## config.mk

```make
export PLATFORM = sky130hd
export DESIGN_NAME = vcyc_barrier_ctrl
export DESIGN_NICKNAME = d
export VERILOG_FILES = /design/src/rtl/vcb_pkg.sv /design/src/rtl/vcb_flag_bank.sv /design/src/rtl/vcb_fsm.sv /design/src/rtl/vcb_counter.sv /design/src/rtl/vcyc_barrier_ctrl.sv
export SDC_FILE = /design/constraint.sdc
export NUM_CORES = 1
export LEC_CHECK = 0
export BUFFER_PORTS_ARGS = -buffer_cell sky130_fd_sc_hd__buf_4
export CAP_MARGIN = 0
export CORE_MARGIN = 1.5
export CORE_UTILIZATION = 30
export CTS_BUF_LIST = sky130_fd_sc_hd__clkbuf_4 sky130_fd_sc_hd__clkbuf_8
export CTS_CLUSTER_DIAMETER = 120
export DETAILED_ROUTE_END_ITERATION = 8
export GPL_TIMING_DRIVEN = 0
export PLACE_DENSITY = 0.55
export SYNTH_ARGS = -nofsm -noshare
export SYNTH_HDL_FRONTEND = slang
export SYNTH_SLANG_ARGS = --single-unit
```

## constraint.sdc

```tcl
create_clock -name clk -period 2.7 [get_ports clk]
set_clock_uncertainty 0.05 [all_clocks]
set_input_delay 0.135 -clock clk [delete_from_list [all_inputs] [get_ports clk]]
set_output_delay 0.135 -clock clk [all_outputs]
set_load 0.01 [all_outputs]
```

## src/rtl/vcb_pkg.sv

```systemverilog
// Shared types for the virtual-cycle barrier controller.
// Assumes: one controller per tile, four mesh directions.
package vcb_pkg;

    // Controller phases within one virtual cycle
    typedef enum logic [1:0] {
        VC_IDLE = 2'd0,   // after reset, before the first cycle
        VC_SEND = 2'd1,   // request transmission on all present links
        VC_WAIT = 2'd2,   // collect done/arrival/memory events
        VC_FIRE = 2'd3    // target enable clock
    } vc_state_t;

    // Direction index shared by every per-direction bus
    localparam int DIR_NORTH = 0;
    localparam int DIR_EAST  = 1;
    localparam int DIR_SOUTH = 2;
    localparam int DIR_WEST  = 3;

endpackage

```

## src/rtl/vcb_flag_bank.sv

```systemverilog
// Per-source event latch bank.
// Each bit is set by a one-clock event pulse and cleared by clr. An event
// in the same clock as clr survives, so it counts for the next round.
// all_met is high once every bit selected by need is set.
// Assumes: event pulses are at most one per bit per round.
module vcb_flag_bank #(
    parameter int W = 4
) (
    input  logic         clk,
    input  logic         rst_n,
    input  logic         clr,
    input  logic [W-1:0] ev,
    input  logic [W-1:0] need,
    output logic [W-1:0] flags,
    output logic         all_met
);

    generate
        for (genvar i = 0; i < W; i++) begin : g_bit
            // Latch one source: clear on round end, then apply new event
            always_ff @(posedge clk) begin
                if (!rst_n) begin
                    flags[i] <= 1'b0;
                end else begin
                    flags[i] <= (flags[i] & ~clr) | ev[i];
                end
            end
        end
    endgenerate

    // Sources that are not needed count as satisfied
    always_comb begin
        all_met = &(flags | ~need);
    end

endmodule

```

## src/rtl/vcb_fsm.sv

```systemverilog
// Phase sequencer for the virtual cycle.
// IDLE -> SEND -> WAIT -> (ready) FIRE -> SEND ...
// Assumes: ready comes from registered flags, so a FIRE is one clock after
// the condition is first seen in WAIT.
module vcb_fsm
    import vcb_pkg::*;
(
    input  logic clk,
    input  logic rst_n,
    input  logic ready,
    output logic send,
    output logic fire
);

    vc_state_t state_q, state_d;

    // Next-phase selection
    always_comb begin
        state_d = state_q;
        case (state_q)
            VC_IDLE: state_d = VC_SEND;
            VC_SEND: state_d = VC_WAIT;
            VC_WAIT: if (ready) state_d = VC_FIRE;
            VC_FIRE: state_d = VC_SEND;
            default: state_d = VC_IDLE;
        endcase
    end

    // Phase register
    always_ff @(posedge clk) begin
        if (!rst_n) begin
            state_q <= VC_IDLE;
        end else begin
            state_q <= state_d;
        end
    end

    // Phase decode for the outputs
    always_comb begin
        send = (state_q == VC_SEND);
        fire = (state_q == VC_FIRE);
    end

endmodule

```

## src/rtl/vcb_counter.sv

```systemverilog
// Wrapping counter of completed virtual cycles.
// Assumes: inc is a single-clock pulse per completed cycle.
module vcb_counter #(
    parameter int CNT_W = 32
) (
    input  logic             clk,
    input  logic             rst_n,
    input  logic             inc,
    output logic [CNT_W-1:0] count
);

    // Advance by one on each completion, wrapping at full scale
    always_ff @(posedge clk) begin
        if (!rst_n) begin
            count <= '0;
        end else if (inc) begin
            count <= count + 1'b1;
        end
    end

endmodule

```

## src/rtl/vcyc_barrier_ctrl.sv

```systemverilog
// Virtual-cycle barrier controller (top).
// Starts each virtual cycle by requesting transmission on every present
// link. It waits for all present links to finish sending and to deliver
// neighbour data, and for the memory multiplexer to finish. It then issues
// a one-clock target enable.
// Assumes: nbr_present is quasi-static; event inputs are one-clock pulses.
module vcyc_barrier_ctrl #(
    parameter int NDIR  = 4,
    parameter int CNT_W = 32
) (
    input  logic             clk,
    input  logic             rst_n,
    input  logic [NDIR-1:0]  nbr_present,
    output logic [NDIR-1:0]  tx_start,
    input  logic [NDIR-1:0]  tx_done,
    input  logic [NDIR-1:0]  rx_valid,
    input  logic             mem_done,
    output logic             tgt_en,
    output logic [CNT_W-1:0] vcyc_count
);

    logic            send;
    logic            fire;
    logic            ready;
    logic            tx_all;
    logic            rx_all;
    logic            mem_all;
    logic [NDIR-1:0] tx_flags;
    logic [NDIR-1:0] rx_flags;
    logic [0:0]      mem_flag;

    // Sender completion per direction
    vcb_flag_bank #(.W(NDIR)) u_tx_bank (
        .clk     (clk),
        .rst_n   (rst_n),
        .clr     (fire),
        .ev      (tx_done),
        .need    (nbr_present),
        .flags   (tx_flags),
        .all_met (tx_all)
    );

    // Neighbour data arrival per direction
    vcb_flag_bank #(.W(NDIR)) u_rx_bank (
        .clk     (clk),
        .rst_n   (rst_n),
        .clr     (fire),
        .ev      (rx_valid),
        .need    (nbr_present),
        .flags   (rx_flags),
        .all_met (rx_all)
    );

    // Memory multiplexer completion
    vcb_flag_bank #(.W(1)) u_mem_bank (
        .clk     (clk),
        .rst_n   (rst_n),
        .clr     (fire),
        .ev      (mem_done),
        .need    (1'b1),
        .flags   (mem_flag),
        .all_met (mem_all)
    );

    // Barrier condition: every input to the virtual cycle is in
    always_comb begin
        ready = tx_all & rx_all & mem_all;
    end

    vcb_fsm u_fsm (
        .clk   (clk),
        .rst_n (rst_n),
        .ready (ready),
        .send  (send),
        .fire  (fire)
    );

    vcb_counter #(.CNT_W(CNT_W)) u_cnt (
        .clk   (clk),
        .rst_n (rst_n),
        .inc   (fire),
        .count (vcyc_count)
    );

    // Output drive: start requests only toward existing neighbours
    always_comb begin
        tx_start = nbr_present & {NDIR{send}};
        tgt_en   = fire;
    end

endmodule

```

==> results.py, run 1 <==
metrics = {
    "sta": {
        "relSlewSlack_pct": 63.80,
        "setup_slack_ns": 0.4756,
        "tns_ns": 0,
        "max_freq_mhz": 449.6,
        "finalCritPeriodShare_pct": 82.39,
        "tightest_slew_ns": 0.5430,
        "maxSlewViolCount": 0,
        "fin_crit_ns": 2.224,
        "setup_viol": 0,
        "hold_ws_ns": 0.02853,
        "finalHoldViolCount": 0,
        "rsz0062_at_grt": "no",
    },
    "final_layout": {
        "fill_cells": 648,
        "n_antenna_cell": 0,
        "final_area_sq_mm": 0.002691,
        "stdcell_count": 373,
        "nets": 314,
        "drive_gt1_share_pct": 22.97,
        "area_delta_synth_final_pct": 34.86,
    },
    "synth": {
        "syn_area_sq_mm": 0.001996,
        "ys_types": 30,
        "yosys.area.top_type": "dfxtp_1",
        "yosysWarnings": 0,
        "yosys.area.top_type_share_pct": 43.13,
        "ys_seq_area_share_pct": 43.13,
        "synth_cells": 229,
        "synthTopCellsByArea": "dfxtp_1 43%, a21oi_1 7.0%, o31ai_1 5.6%, or4_1 5.6%, nor2_1 3.9%",
        "syn-num-nets": 248,
        "syn_avg_cell_area_sq_um": 8.715,
        "synth_seq_cells": 43,
    },
    "detailed_routing": {
        "drt_wl_total_um": 5064,
        "first_iter_violations": 125,
        "drc": 0,
        "vias": 1908,
        "firstDrtPassIters": 4,
        "via_per_inst": 5.115,
        "wire_per_inst_um": 13.58,
        "ant_nets": 0,
    },
    "grt": {
        "grt-ovfl-total": 0,
        "grt_antenna_before_repair": 0,
        "grt_pass1_wl_um": 8335,
        "grt_max_degree": 15,
        "grt_pass1_vias": 1796,
        "track_usage_pct": 14.36,
    },
    "placed_design": {
        "port_buffers": 51,
        "post-place-cells": 357,
        "pre_cts_slack_ns": 0.4818,
        "dp_hpwl_um": 3575,
        "gp_congestion": 0.7155,
        "placed_area_sq_mm": 0.002475,
    },
    "cts": {
        "cts.clk_slew.worst_paths_ns": 0.09,
        "cts_tree": "done",
        "htreeDepth": 2,
        "cts.sinks": 43,
        "cts_made_buffers": 5,
        "clk_latency_ns": 0.30,
        "cts_root_buf": "clkbuf_8",
        "clock_path_buffers": 2,
    },
    "setup_path": {
        "crit_type": "reg -> reg",
        "crit_path_max_fanout": 10,
        "required_ns": 2.82,
        "worstSetupStartpointType": "flop",
        "crit_path_end_kind": "flop",
        "cp.arrival_ns": 2.34,
    },
    "power": {
        "p_per_area_mw_per_mm2": 552.7,
        "ir_drop_mv": 0.4131,
        "leakage_nw": 1.063,
    },
    "hold_path": {
        "hp-class": "in -> reg",
    },
    "die": {
        "dieArea_sq_mm": 0.007150,
        "start_util_pct": 31.25,
        "rows": 29,
        "die_h_um": 84.56,
        "die_w_um": 84.56,
        "core_region_area_sq_mm": 0.006386,
        "io_pins": 52,
    },
    "run_status": {
        "status": "completed",
    },
    "run": {
        "maxCapViolCount": 0,
    },
}
[state kept, by name (all words and copies together) (netlist names)]
| signal | count |
|---|---|
| u_cnt.count | 32 |
| u_rx_bank.flags | 4 |
| u_tx_bank.flags | 4 |
| u_fsm.state_q | 2 |
| u_mem_bank.flags | 1 |
[power by group]
group / internal [mW] / switching, mW
Sequential: 0.663 / 0.0243
Combinational: 0.103 / 0.0945
Clock: 0.369 / 0.234
Total: 1.14 / 0.352
[synth_stat cells]
| master | number |
|---|---|
| a21oi_1 | 28 |
| and4_1 | 5 |
| buf_6 | 1 |
| dfxtp_1 | 43 |
| a21boi_0 | 2 |
| nand3_1 | 7 |
| nor2_1 | 21 |
| xnor2_1 | 3 |
| o21ai_0 | 4 |
| nor4_1 | 1 |
| nand2_1 | 20 |
| clkinv_1 | 1 |
| nand2_2 | 1 |
| and3_1 | 8 |
| buf_2 | 3 |
| xor2_1 | 8 |
| buf_4 | 2 |
| or4_1 | 15 |
| and2_1 | 6 |
| o31ai_1 | 15 |
| nand4_1 | 8 |
| nand4_4 | 1 |
| nand2b_1 | 3 |
| and4_4 | 1 |
| a222oi_1 | 1 |
| clkbuf_1 | 5 |
| inv_1 | 4 |
| ha_1 | 4 |
| or3_1 | 4 |
| mux2i_1 | 4 |
[kinds of logic after synthesis]
| logic type | after synthesis | share of synthesized area [%] |
|---|---|---|
| flops | 43 | 43.14 |
| mux | 4 | 2.006 |
| simple gates | 101 | 28.65 |
| fa+ha+maj | 4 | 2.508 |
| compound gates | 50 | 14.92 |
| buf+inv | 16 | 3.949 |
| xor+xnor | 11 | 4.828 |
[metal layers]
metal  track usage [%]  vias up  wire [um]
met2             23.16       54       2312
li1                  -      968          -
met1             18.07      881       2393
met5                 0        -          0
met4             5.865        0         52
met3             4.031        5        305
[per-stage QoR]
step / utilization, % / power (mW)
CTS: 42.14 / 1.500
global placement: 38.75 / 0.8866
floorplan: - / 0.8111
finish: 42.14 / 1.488
detailed placement: 38.75 / 0.8901
global route: 42.14 / 1.557
[cells in the final DEF, fill, tap and decap left out, types with 2 or more instances in the layout]
| cell | count |
|---|---|
| buf_2 | 3 |
| ha_1 | 4 |
| nand4_1 | 8 |
| a21boi_0 | 2 |
| or3_1 | 4 |
| o21ai_0 | 4 |
| o31ai_1 | 15 |
| bufinv_16 | 2 |
| or4_1 | 15 |
| xnor2_1 | 3 |
| dfxtp_1 | 43 |
| nand3_1 | 7 |
| and4_1 | 5 |
| nand2_1 | 20 |
| clkbuf_1 | 5 |
| buf_4 | 53 |
| mux2i_1 | 4 |
| dlygate4sd3_1 | 8 |
| and3_1 | 8 |
| a21oi_1 | 28 |
| nand2b_1 | 3 |
| nor2_1 | 21 |
| clkbuf_8 | 5 |
| xor2_1 | 8 |
| inv_1 | 4 |
| and2_1 | 6 |
[worst paths after layout]
kind,from,endpoint,slack (ns),cells after the start
worst max-delay path,u_fsm.state_q[1],u_cnt.count[27],0.48,7
worst min register to register,u_cnt.count[31],u_cnt.count[31],0.44,2
worst max register to register,u_fsm.state_q[1],u_cnt.count[27],0.48,7
worst min-delay path,tx_done[0],u_tx_bank.flags[0],0.03,3
[critical path, cell delays in order, from the launching register on]
cell      delay [ns]
dfxtp_1         0.39
ha_1            0.35
and4_4          0.32
nand4_4         0.13
buf_6           0.18
clkbuf_1        0.26
o31ai_1         0.32
a21oi_1         0.09
[layout make-up]
type | instances | area [sq um] | share of cell area (%)
timing repair buffer | 59 | 462.9 | 17.20
inverter | 5 | 18.77 | 0.6974
tap | 77 | 96.34 | 3.580
clock buffer | 5 | 68.82 | 2.557
sequential | 43 | 860.8 | 31.99
clock inverter | 3 | 67.56 | 2.510
buffer | 11 | 60.06 | 2.232
multi-input combinational | 170 | 1056 | 39.24
[timing repair]
item,in CTS,in global routing
endpoints found under the hold margin,8,0
gates resized for setup,0,0
hold buffers,8,0
buffers inserted,0,0
Power figures use the tool's default switching activity.
==> run 2, diff against run 1 <==
Clock period 2.7 ns to 2.15 ns, I/O delays scaled along.
==> run 2 against run 1 <==
Die area did not move. Via count fell by 0.73%. Largest power group unchanged. Routed wire length rose by 0.85%. Largest cell class unchanged. Register-to-register slack got worse by 0.31 ns. Cell count rose by 0.54%. Combinational power rose by 29%. First-iteration DRC count fell by 22%. Power rose by 27%. Clock-buffer cell count did not move. Flip-flop and latch count did not move.
==> results.py, run 2 (synthesis gave the netlist of run 1 again) <==
metrics = {
    "run_status": {
        "status": "completed",
    },
    "final_layout": {
        "drive_gt1_share_pct": 23.83,
        "final_cell_mix": "54 x buf_4, 43 x dfxtp_1, 28 x a21oi_1, 21 x nor2_1, 20 x nand2_1",
        "nets": 316,
        "stdcell_count": 375,
        "largest_reg_flops": 32,
        "area_delta_synth_final_pct": 36.43,
        "n_antenna_cell": 0,
        "largest-register": "u_cnt.count",
        "final_area_sq_mm": 0.002723,
        "top_regs": "u_cnt.count (32), u_rx_bank.flags (4), u_tx_bank.flags (4)",
        "final_common_cell": "buf_4",
        "fill_cells": 646,
    },
    "setup_path": {
        "r2r_cells": 7,
        "worstSetupStartpointType": "flop",
        "required_ns": 2.33,
        "crit_type": "reg -> reg",
        "crit_path_end_kind": "flop",
        "cp.arrival_ns": 2.16,
        "r2r_start": "u_fsm.state_q[0]",
        "rr_endpoint": "u_cnt.count[16]",
        "ff2ff_setup_slack_ns": 0.16,
        "cp-endpoint": "u_cnt.count[16]",
        "crit_path_max_fanout": 10,
        "crit_start": "u_fsm.state_q[0]",
    },
    "power": {
        "ir_drop_mv": 0.5268,
        "leakage_nw": 1.072,
        "p_per_area_mw_per_mm2": 691.4,
        "power.total_mw": 1.882,
    },
    "cts": {
        "cts.sinks": 43,
        "cts_made_buffers": 5,
        "clk_latency_ns": 0.29,
        "cts_tree": "done",
        "clock_path_buffers": 2,
        "cts_root_buf": "clkbuf_8",
        "cts.clk_slew.worst_paths_ns": 0.09,
        "htreeDepth": 2,
    },
    "detailed_routing": {
        "drc": 0,
        "wl_met2_um": 2332,
        "vias": 1894,
        "route.met3.wl_um": 246,
        "drt_wl_total_um": 5107,
        "m1WireLength_um": 2465,
        "first_iter_violations": 97,
        "firstDrtPassIters": 4,
        "via_per_inst": 5.051,
        "wire_per_inst_um": 13.62,
        "routed.top_layer": "met4",
        "ant_nets": 0,
    },
    "sta": {
        "max_freq_mhz": 503.5,
        "finalCritPeriodShare_pct": 92.38,
        "setup_viol": 0,
        "hold_ws_ns": 0.06740,
        "tightest_slew_ns": 0.5430,
        "finalHoldViolCount": 0,
        "fin_crit_ns": 1.986,
        "relSlewSlack_pct": 63.80,
        "rsz0062_at_grt": "no",
        "maxSlewViolCount": 0,
    },
    "die": {
        "core_region_area_sq_mm": 0.006386,
        "rows": 29,
        "io_pins": 52,
        "die_w_um": 84.56,
        "die_h_um": 84.56,
        "start_util_pct": 31.25,
        "dieArea_sq_mm": 0.007150,
    },
    "placed_design": {
        "post-place-cells": 357,
        "gp_congestion": 0.7155,
        "placed_area_sq_mm": 0.002475,
        "port_buffers": 51,
        "dp_hpwl_um": 3575,
    },
    "run": {
        "maxCapViolCount": 0,
    },
    "grt": {
        "grt_antenna_before_repair": 0,
        "track_usage_pct": 14.23,
        "grt_pass1_vias": 1798,
        "grt_pass1_wl_um": 8273,
        "grt-ovfl-total": 0,
        "grt_max_degree": 15,
    },
    "hold_path": {
        "hp-class": "in -> reg",
        "hp-start": "rst_n",
    },
}
run 2: per-layer routing:
| layer | vias up | track usage (%) |
|---|---|---|
| li1 | 970 | - |
| met1 | 869 | 17.76 |
| met2 | 48 | 23.16 |
| met3 | 7 | 3.933 |
| met4 | 0 | 5.865 |
| met5 | - | 0 |
run 2: how the worst min path moves through the flow:
stage	depth (start not counted)	to
2_1_floorplan	2	u_mem_bank.flags
3_3_place_gp	3	u_tx_bank.flags[2]
3_5_place_dp	3	u_mem_bank.flags
4_1_cts	3	u_cnt.count[30]
5_1_grt	3	u_cnt.count[30]
6_report	3	u_cnt.count[30]
run 2: power breakdown:
group	internal (mW)	total [mW]	switching [mW]
logic	0.136	0.255	0.119
clock network	0.463	0.757	0.294
registers	0.833	0.870	0.0373
run 2: timing repair:
item	CTS	global route
setup endpoints to repair	10	11
gates resized for setup	1	3
hold buffers	9	0
pin swaps	0	1
buffers inserted	0	1
cloned	0	0
hold endpoints to repair	9	0
run 2: worst max-delay path, stage by stage (launching register included):
cell	delay, ns
dfxtp_1	0.42
ha_4	0.21
and3_1	0.14
buf_2	0.18
nand2_2	0.11
buf_4	0.19
or4_1	0.46
a21oi_1	0.15
run 2: stage by stage:
stage	setup TNS (ns)	util [%]	worst slack, ns
final	0	42.63	0.1637
after global routing	0	42.63	0.03262
after CTS	0	42.34	0.0002942
after detailed placement	-0.3738	38.75	-0.06823
after global placement	-0.4852	38.75	-0.08439
after floorplan	0	-	0.1915
run 2: area by class of cell:
class                      instances  area, sq um  share of cell area [%]
buffer                            11        61.31                   2.252
clock buffer                       5        68.82                   2.528
clock inverter                     3        67.56                   2.482
inverter                           5        18.77                  0.6893
multi-input combinational        170         1069                   39.25
sequential                        43        860.8                   31.62
tap                               77        96.34                   3.539
timing repair buffer              61        480.5                   17.65
